**src/rtl/ipi_pkg.sv**
```systemverilog
package ipi_pkg;

  localparam int DEST_W    = 8;
  localparam int VEC_LSB   = 0;
  localparam int MODE_LSB  = 8;
  localparam int LOGIC_BIT = 11;
  localparam int BUSY_BIT  = 12;
  localparam int LEVEL_BIT = 14;
  localparam int TRIG_BIT  = 15;
  localparam int SH_LSB    = 18;
  localparam int DEST_LSB  = 24;

  localparam logic [2:0]        MODE_LOWEST = 3'b001;
  localparam logic [DEST_W-1:0] DEST_BCAST  = 8'hFF;

  typedef enum logic [1:0] {
    SH_FIELD    = 2'd0,
    SH_SELF     = 2'd1,
    SH_ALL_INCL = 2'd2,
    SH_ALL_EXCL = 2'd3
  } shorthand_e;

  typedef struct packed {
    logic [7:0] vector;
    logic [2:0] mode;
    logic       logical;
    logic       level;
    logic       trigger;
    shorthand_e sh;
  } cmd_fields_t;

  function automatic cmd_fields_t unpack_low(input logic [31:0] w);
    cmd_fields_t f;
    f.vector  = w[VEC_LSB +: 8];
    f.mode    = w[MODE_LSB +: 3];
    f.logical = w[LOGIC_BIT];
    f.level   = w[LEVEL_BIT];
    f.trigger = w[TRIG_BIT];
    f.sh      = shorthand_e'(w[SH_LSB +: 2]);
    return f;
  endfunction

  function automatic logic self_selected(input shorthand_e sh, input logic logical,
                                         input logic [DEST_W-1:0] dest,
                                         input logic [DEST_W-1:0] lid);
    logic r;
    case (sh)
      SH_SELF, SH_ALL_INCL: r = 1'b1;
      SH_ALL_EXCL:          r = 1'b0;
      default: begin
        if (logical) r = (lid < DEST_W) && dest[lid[2:0]];
        else         r = (dest == DEST_BCAST) || (dest == lid);
      end
    endcase
    return r;
  endfunction

endpackage

```
**src/rtl/ipi_target_decode.sv**
```systemverilog
module ipi_target_decode
  import ipi_pkg::*;
#(
  parameter int N_CPU = 8
) (
  input  shorthand_e          sh,
  input  logic                logical,
  input  logic [DEST_W-1:0]   dest,
  input  logic [DEST_W-1:0]   local_id,
  output logic [N_CPU-1:0]    remote_mask,
  output logic                local_hit
);

  assign local_hit = self_selected(sh, logical, dest, local_id);

  for (genvar i = 0; i < N_CPU; i++) begin : g_cpu
    logic is_self;
    logic logical_pick;
    logic pick;

    assign is_self = (local_id == DEST_W'(i));

    if (i < DEST_W) begin : g_lbit
      assign logical_pick = dest[i];
    end else begin : g_nobit
      assign logical_pick = 1'b0;
    end

    always_comb begin
      case (sh)
        SH_SELF:     pick = 1'b0;
        SH_ALL_INCL: pick = 1'b1;
        SH_ALL_EXCL: pick = 1'b1;
        default:     pick = logical ? logical_pick
                                    : ((dest == DEST_BCAST) || (dest == DEST_W'(i)));
      endcase
    end

    assign remote_mask[i] = pick & ~is_self;
  end

endmodule

```
**src/rtl/ipi_pending_tracker.sv**
```systemverilog
module ipi_pending_tracker #(
  parameter int N_CPU = 8,
  localparam int CNT_W = $clog2(N_CPU + 1)
) (
  input  logic             clk,
  input  logic             rst_n,
  input  logic             load,
  input  logic [N_CPU-1:0] load_mask,
  input  logic             rsp,
  output logic             busy,
  output logic [CNT_W-1:0] outstanding
);

  function automatic logic [CNT_W-1:0] ones(input logic [N_CPU-1:0] m);
    logic [CNT_W-1:0] c;
    c = '0;
    for (int k = 0; k < N_CPU; k++) c = c + CNT_W'(m[k]);
    return c;
  endfunction

  logic retire;
  assign retire = rsp && (outstanding != '0) && !load;

  always_ff @(posedge clk) begin
    if (!rst_n) begin
      outstanding <= '0;
      busy        <= 1'b0;
    end else if (load) begin
      outstanding <= ones(load_mask);
      busy        <= |load_mask;
    end else if (retire) begin
      outstanding <= outstanding - 1'b1;
      if (outstanding == CNT_W'(1)) busy <= 1'b0;
    end
  end

  AST_BUSY_TRACKS_COUNT: assert property (@(posedge clk) disable iff (!rst_n)
    busy == (outstanding != '0));
  AST_RETIRE_ONE: assert property (@(posedge clk) disable iff (!rst_n)
    retire |=> outstanding == $past(outstanding) - 1'b1);
  AST_NO_UNDERFLOW: assert property (@(posedge clk) disable iff (!rst_n)
    (rsp && outstanding == '0 && !load) |=> outstanding == '0);

endmodule

```
**src/rtl/ipi_cmd_dispatch.sv**
```systemverilog
module ipi_cmd_dispatch
  import ipi_pkg::*;
#(
  parameter int N_CPU = 8
) (
  input  logic              clk,
  input  logic              rst_n,
  input  logic [7:0]        local_id,
  input  logic              wr_en,
  input  logic              wr_sel,
  input  logic [31:0]       wr_data,
  output logic [31:0]       cmd_low,
  output logic [31:0]       cmd_high,
  output logic              msg_valid,
  output logic [N_CPU-1:0]  msg_dest_mask,
  output logic [7:0]        msg_vector,
  output logic [2:0]        msg_mode,
  output logic              msg_logical,
  output logic              msg_level,
  output logic              msg_trigger,
  output logic              local_req,
  output logic [7:0]        local_vector,
  output logic [2:0]        local_mode,
  output logic              local_trigger,
  output logic              cmd_error,
  input  logic              rsp_strobe
);

  localparam int CNT_W = $clog2(N_CPU + 1);
  localparam logic [31:0] HIGH_KEEP = 32'hFF00_0000;

  logic [31:0]       low_q;
  logic [31:0]       high_q;
  logic              busy;
  logic [CNT_W-1:0]  outstanding;
  cmd_fields_t       f;
  logic [DEST_W-1:0] dest;
  logic [N_CPU-1:0]  remote_mask;
  logic              local_hit;

  // named internal events
  logic low_wr, accept, lp_reject, fire;

  assign f         = unpack_low(wr_data);
  assign dest      = high_q[DEST_LSB +: DEST_W];
  assign low_wr    = wr_en && !wr_sel;
  assign accept    = low_wr && !busy;
  assign lp_reject = (f.mode == MODE_LOWEST) && (f.sh == SH_FIELD);
  assign fire      = accept && !lp_reject;

  ipi_target_decode #(.N_CPU(N_CPU)) u_decode (
    .sh          (f.sh),
    .logical     (f.logical),
    .dest        (dest),
    .local_id    (local_id),
    .remote_mask (remote_mask),
    .local_hit   (local_hit)
  );

  ipi_pending_tracker #(.N_CPU(N_CPU)) u_track (
    .clk         (clk),
    .rst_n       (rst_n),
    .load        (fire),
    .load_mask   (remote_mask),
    .rsp         (rsp_strobe),
    .busy        (busy),
    .outstanding (outstanding)
  );

  always_ff @(posedge clk) begin
    if (!rst_n) begin
      low_q  <= '0;
      high_q <= '0;
    end else begin
      if (accept) low_q <= wr_data & ~(32'd1 << BUSY_BIT);
      if (wr_en && wr_sel) high_q <= wr_data & HIGH_KEEP;
    end
  end

  always_ff @(posedge clk) begin
    if (!rst_n) begin
      msg_valid     <= 1'b0;
      msg_dest_mask <= '0;
      msg_vector    <= '0;
      msg_mode      <= '0;
      msg_logical   <= 1'b0;
      msg_level     <= 1'b0;
      msg_trigger   <= 1'b0;
      local_req     <= 1'b0;
      local_vector  <= '0;
      local_mode    <= '0;
      local_trigger <= 1'b0;
      cmd_error     <= 1'b0;
    end else begin
      msg_valid     <= fire && (|remote_mask);
      msg_dest_mask <= fire ? remote_mask : '0;
      local_req     <= fire && local_hit;
      cmd_error     <= accept && lp_reject;
      if (fire) begin
        msg_vector    <= f.vector;
        msg_mode      <= f.mode;
        msg_logical   <= f.logical;
        msg_level     <= f.level;
        msg_trigger   <= f.trigger;
        local_vector  <= f.vector;
        local_mode    <= f.mode;
        local_trigger <= f.trigger;
      end
    end
  end

  assign cmd_low  = low_q | ({31'd0, busy} << BUSY_BIT);
  assign cmd_high = high_q;

  AST_BUSY_BLOCKS_WRITE: assert property (@(posedge clk) disable iff (!rst_n)
    (low_wr && busy) |=> (!msg_valid && !local_req && !cmd_error && $stable(low_q)));
  AST_SELF_NOT_IN_MASK: assert property (@(posedge clk) disable iff (!rst_n)
    msg_valid |-> ((msg_dest_mask >> local_id) & N_CPU'(1)) == '0);
  AST_COUNT_ON_SEND: assert property (@(posedge clk) disable iff (!rst_n)
    msg_valid |-> (int'(outstanding) == $countones(msg_dest_mask)));
  AST_BUSY_AFTER_SEND: assert property (@(posedge clk) disable iff (!rst_n)
    msg_valid |-> cmd_low[BUSY_BIT]);
  AST_ERROR_SILENT: assert property (@(posedge clk) disable iff (!rst_n)
    cmd_error |-> (!msg_valid && !local_req && !cmd_low[BUSY_BIT]));
  AST_MASK_NONEMPTY: assert property (@(posedge clk) disable iff (!rst_n)
    msg_valid |-> (msg_dest_mask != '0));

endmodule

```
**config.mk**
```make
export PLATFORM = sky130hd
export DESIGN_NAME = ipi_cmd_dispatch
export DESIGN_NICKNAME = d
export VERILOG_FILES = /design/src/rtl/ipi_pkg.sv /design/src/rtl/ipi_target_decode.sv /design/src/rtl/ipi_pending_tracker.sv /design/src/rtl/ipi_cmd_dispatch.sv
export SDC_FILE = /design/constraint.sdc
export NUM_CORES = 1
export LEC_CHECK = 0
export ABC_AREA = 1
export BUFFER_PORTS_ARGS = -buffer_cell sky130_fd_sc_hd__buf_2
export CAP_MARGIN = 20
export CORE_MARGIN = 2
export CORE_UTILIZATION = 45
export DETAILED_ROUTE_END_ITERATION = 8
export GPL_ROUTABILITY_DRIVEN = 1
export GPL_TIMING_DRIVEN = 0
export PLACE_DENSITY = 0.81
export SLEW_MARGIN = 20
export SYNTH_ARGS = -nofsm -noshare
export SYNTH_HDL_FRONTEND = slang
export SYNTH_HIERARCHICAL = 1
export SYNTH_SLANG_ARGS = --single-unit
```
**constraint.sdc**
```tcl
create_clock -name clk -period 3.3 [get_ports clk]
set_input_delay 0.165 -clock clk [delete_from_list [all_inputs] [get_ports clk]]
set_output_delay 0.165 -clock clk [all_outputs]
set_load 0.01 [all_outputs]
```
==> metrics.md <==
| Metric | Value |
|---|---|
| Post-DP HPWL | 7790 um |
| Hold slack | 0.0105 ns |
| Chip Width | 95.9 um |
| Synth cell types | 32 |
| Final Hold Fails | 0 |
| Reg-to-reg setup timing slack | -0.54 ns |
| First-pass GRT wire length | 16200 um |
| Clock slew at reported path FFs | 0.08 ns |
| Bufs and invs on worst path | 4 |
| Commonest non-fill, non-tap cell in the layout | buf_2 |
| Synth area leaders | dfxtp_1 36%, nand2_1 10%, nand3_1 8.4% |
| PortBufs | 119 |
| Maximum clock frequency | 260 MHz |
| Drt initial violations | 211 |
| Initial antenna violation count | 0 |
| Seq pwr share | 39.5% |
| Arrival @ worst endpoint | 4.08 ns |
| Hold wc startpoint | wr_data[13] |
| CTS tree | built |
| Crit share post-route | 116% |
| Synth Area per Inst | 6.99 um^2 |
| Sequential fraction of the synthesis area | 36.4% |
| Detailed Route WL | 10600 um |
| Setup violations, final | 3 |
| Cell area after layout | 5140 um^2 |
| Post-Synth XOR/XNOR Area | 0.691% |
| Placer Congestion | 0.959 |
| DRC viols | 0 |
| Inst Count DP | 791 |
| Area Overhead vs Synth | 35.4% |
| Pwr/cell area | 456 nW/um^2 |
| Slew @ Worst Pin | 0.515 ns |
| Placed Area | 4650 um^2 |
| Unrepaired setup endpoints after global routing | true |
| Failing checks | setup timing |
| 1st-pass router iterations | 5 |
| Register area | 1410 um^2 |
| Final Util | 62.6% |
| Final cell count without fillers | 827 |
| Gate power share | 27.6% |
| P_sw | 776 uW |
| Die Span Y | 95.9 um |
| Max Cap Viol | 0 |
| Most frequent cells in the layout | 129 x buf_2, 103 x nand2_1, 66 x inv_1 |
| Leading area contributor after synthesis | dfxtp_1 |
| Hold Path Class | primary input to register |
| Antenna Nets Post-Route | 0 |
| Mux cell area share after synthesis | 0% |
| Crit path from | cmd_high[31]$_SDFFE_PN0P_ |
| Slew Viols, Final | 0 |
| Root Buffer | clkbuf_8 |
| CP Class | register to register |
| Synth Register Bits | 69 |
| Bufs on Longest Clock Path | 2 |
| Gr usage total | 22.6% |
| Number of global-route vias before repair | 3574 |
| Worst r2r src | cmd_high[31]$_SDFFE_PN0P_ |
| Row count | 33 |
| Total grt overflow | 0 |
| CP Cell Sequence | inv_4 -> nand2_4 -> nor3b_4 -> nand2_1 -> nand3_2 -> nand2_2 -> a21oi_4 -> fa_1 -> inv_1 -> fa_1 -> fa_1 -> inv_2 -> ha_4 -> inv_2 -> fa_1 -> nor2_1 -> or2_1 -> a21oi_2 -> nor2_1 |
| Top fanout value on the critical path | 5 |
| Post-synthesis cell count | 544 |
| Crit path capture type | register |
| Synth warn | 6 |
| Int Power | 1570 uW |
| Layout cells sized above 1 | 34.8% |
| Largest family of logic cells by synthesized area | simple AND/OR/NAND/NOR gates |
| CTS Sinks | 69 |
| H-tree levels | 3 |
| Nets@finish | 776 |
| Status | complete, but fails checks |
| Fin crit period | 3.84 ns |
| N_diodes | 0 |
| Crit path depth | 19 |
| Skew final | 0.00698 ns |
| Core area | 8220 um^2 |
| Reg-to-reg endpoint | u_track/outstanding[1]$_SDFFE_PN0P_ |
| Static leakage | 0.00284 uW |
| Slowest-stage cell, CP | fa_1 |
| Top delay family on crit path | adder cells |
| Crit path required time | 3.54 ns |
| Final Worst Setup Slack | -0.540 ns |
| Largest net degree at the start of global routing | 15 |
| R2R depth | 19 |
| Die area | 9190 um^2 |
| Slew margin rel. | 65.7% |
| Via density | 4.83 |
| Multi-input combinational cell area | 1920 um^2 |
| Worst setup path end | u_track/outstanding[1]$_SDFFE_PN0P_ |
| CP max stage delay | 0.47 ns |
| Via count | 3995 |
| Area share of fa/ha/maj cells after synthesis | 5.40% |
| Setup crit start kind | register |
| I/O pin count | 146 |
| CP dominant cell by count | fa_1 |
| Avg WL per Cell | 12.8 um |
| Compound-gate portion of the synthesized area | 10.1% |
| Sw Share | 33.1% |
| Fill count | 748 |
| Top cell type's share of synthesized area | 36.4% |
| Total power | 2350 uW |
| Initial Util | 46.2% |
| Worst vdd ir | 0.265 mV |
| Post-synthesis cell area | 3800 um^2 |
| Clk network pwr share | 32.8% |
| Num CTS Buffers | 9 |
| Simple-Gate Fraction of Synth Area | 29.1% |
| Clk_lat worst skew | 0.35 ns |
power groups by stage:
stage	Clock (uW)	Sequential (uW)	Combinational [uW]
CTS	782	928	588
floorplan	0	963	371
detailed placement	0	951	555
global placement	0	948	531
global route	822	936	725
finish	771	928	649
worst min path at each step:
stage                              to  depth (start not counted)  slack [ns]
2_1_floorplan  low_q[13]$_SDFFE_PN0P_                          2        0.27
4_1_cts        low_q[23]$_SDFFE_PN0P_                          3       0.001
5_1_grt        low_q[21]$_SDFFE_PN0P_                          3      0.0006
3_3_place_gp   low_q[20]$_SDFFE_PN0P_                          3        0.35
3_5_place_dp   low_q[17]$_SDFFE_PN0P_                          3        0.36
6_report       low_q[13]$_SDFFE_PN0P_                          3        0.01
synth_stat cells (all sizes together):
cell type / instances
nand4: 7
inv: 79
nand2: 111
nor3b: 2
nor3: 5
ha: 10
or2: 1
buf: 53
clkinv: 1
conb: 1
clkbuf: 4
a22oi: 4
xnor2: 3
dfxtp: 69
nor2: 55
a21boi: 1
nand3: 65
a21oi: 36
fa: 4
o21ai: 33
cells by family (layout without fill, tap and decap cells):
group / Yosys count / after routing
buffers and inverters: 137 / 292
other: 1 / 24
and+or+nand+nor: 246 / 246
adders and majority gates: 14 / 14
AOI/OAI and AO/OA: 74 / 74
xor gates and xnor gates: 3 / 3
DFF: 69 / 69
layer usage:
metal,GRT usage (%),up-vias,routed length (um)
met4,9.05,0,189
met1,28.6,1810,4520
met2,37.3,163,5160
li1,-,2003,-
met3,4.86,19,745
met5,0,-,0
area by class of cell:
cell class	count	share of cell area [%]
clock buffer	10	2.89
clock inverter	6	1.46
sequential	69	27.4
buffer	57	7.39
timing repair buffer	139	14.7
multi-input combinational	361	37.3
inverter	80	6.28
tap	105	2.55
stage by stage:
step                      setup TNS, ns  setup WS [ns]
after floorplan                  -0.380         -0.283
after global placement           -0.857         -0.534
after detailed placement          -1.18         -0.593
after CTS                        -0.776         -0.475
after global routing              -1.58         -0.683
final                             -1.02         -0.540
registers in the layout, summed over array words and instances (netlist names):
register             count
local_req                1
msg_valid                1
cmd_high                 8
msg_trigger              1
msg_logical              1
local_vector             8
msg_dest_mask            8
u_track/busy             1
low_q                   31
u_track/outstanding      4
cmd_error                1
msg_level                1
msg_mode                 3
timing repair:
action	4_1_cts	5_1_grt
endpoints found under the setup margin	4	4
pin swaps	6	9
endpoints found under the hold margin	3	0
gates cloned	0	0
resized for setup	14	18
hold buffers	3	0
setup buffers	11	6
worst reg2reg max path: stages (launching register included):
cell and delay, ns:
dfxtp_4 0.38, inv_4 0.07, nand2_4 0.06, nor3b_4 0.24, nand2_1 0.10, nand3_2 0.08
nand2_2 0.07, a21oi_4 0.17, fa_1 0.43, inv_1 0.08, fa_1 0.43, fa_1 0.47
inv_2 0.09, ha_4 0.14, inv_2 0.04, fa_1 0.47, nor2_1 0.04, or2_1 0.21
a21oi_2 0.11, nor2_1 0.06
Power figures use the tool's default switching activity.
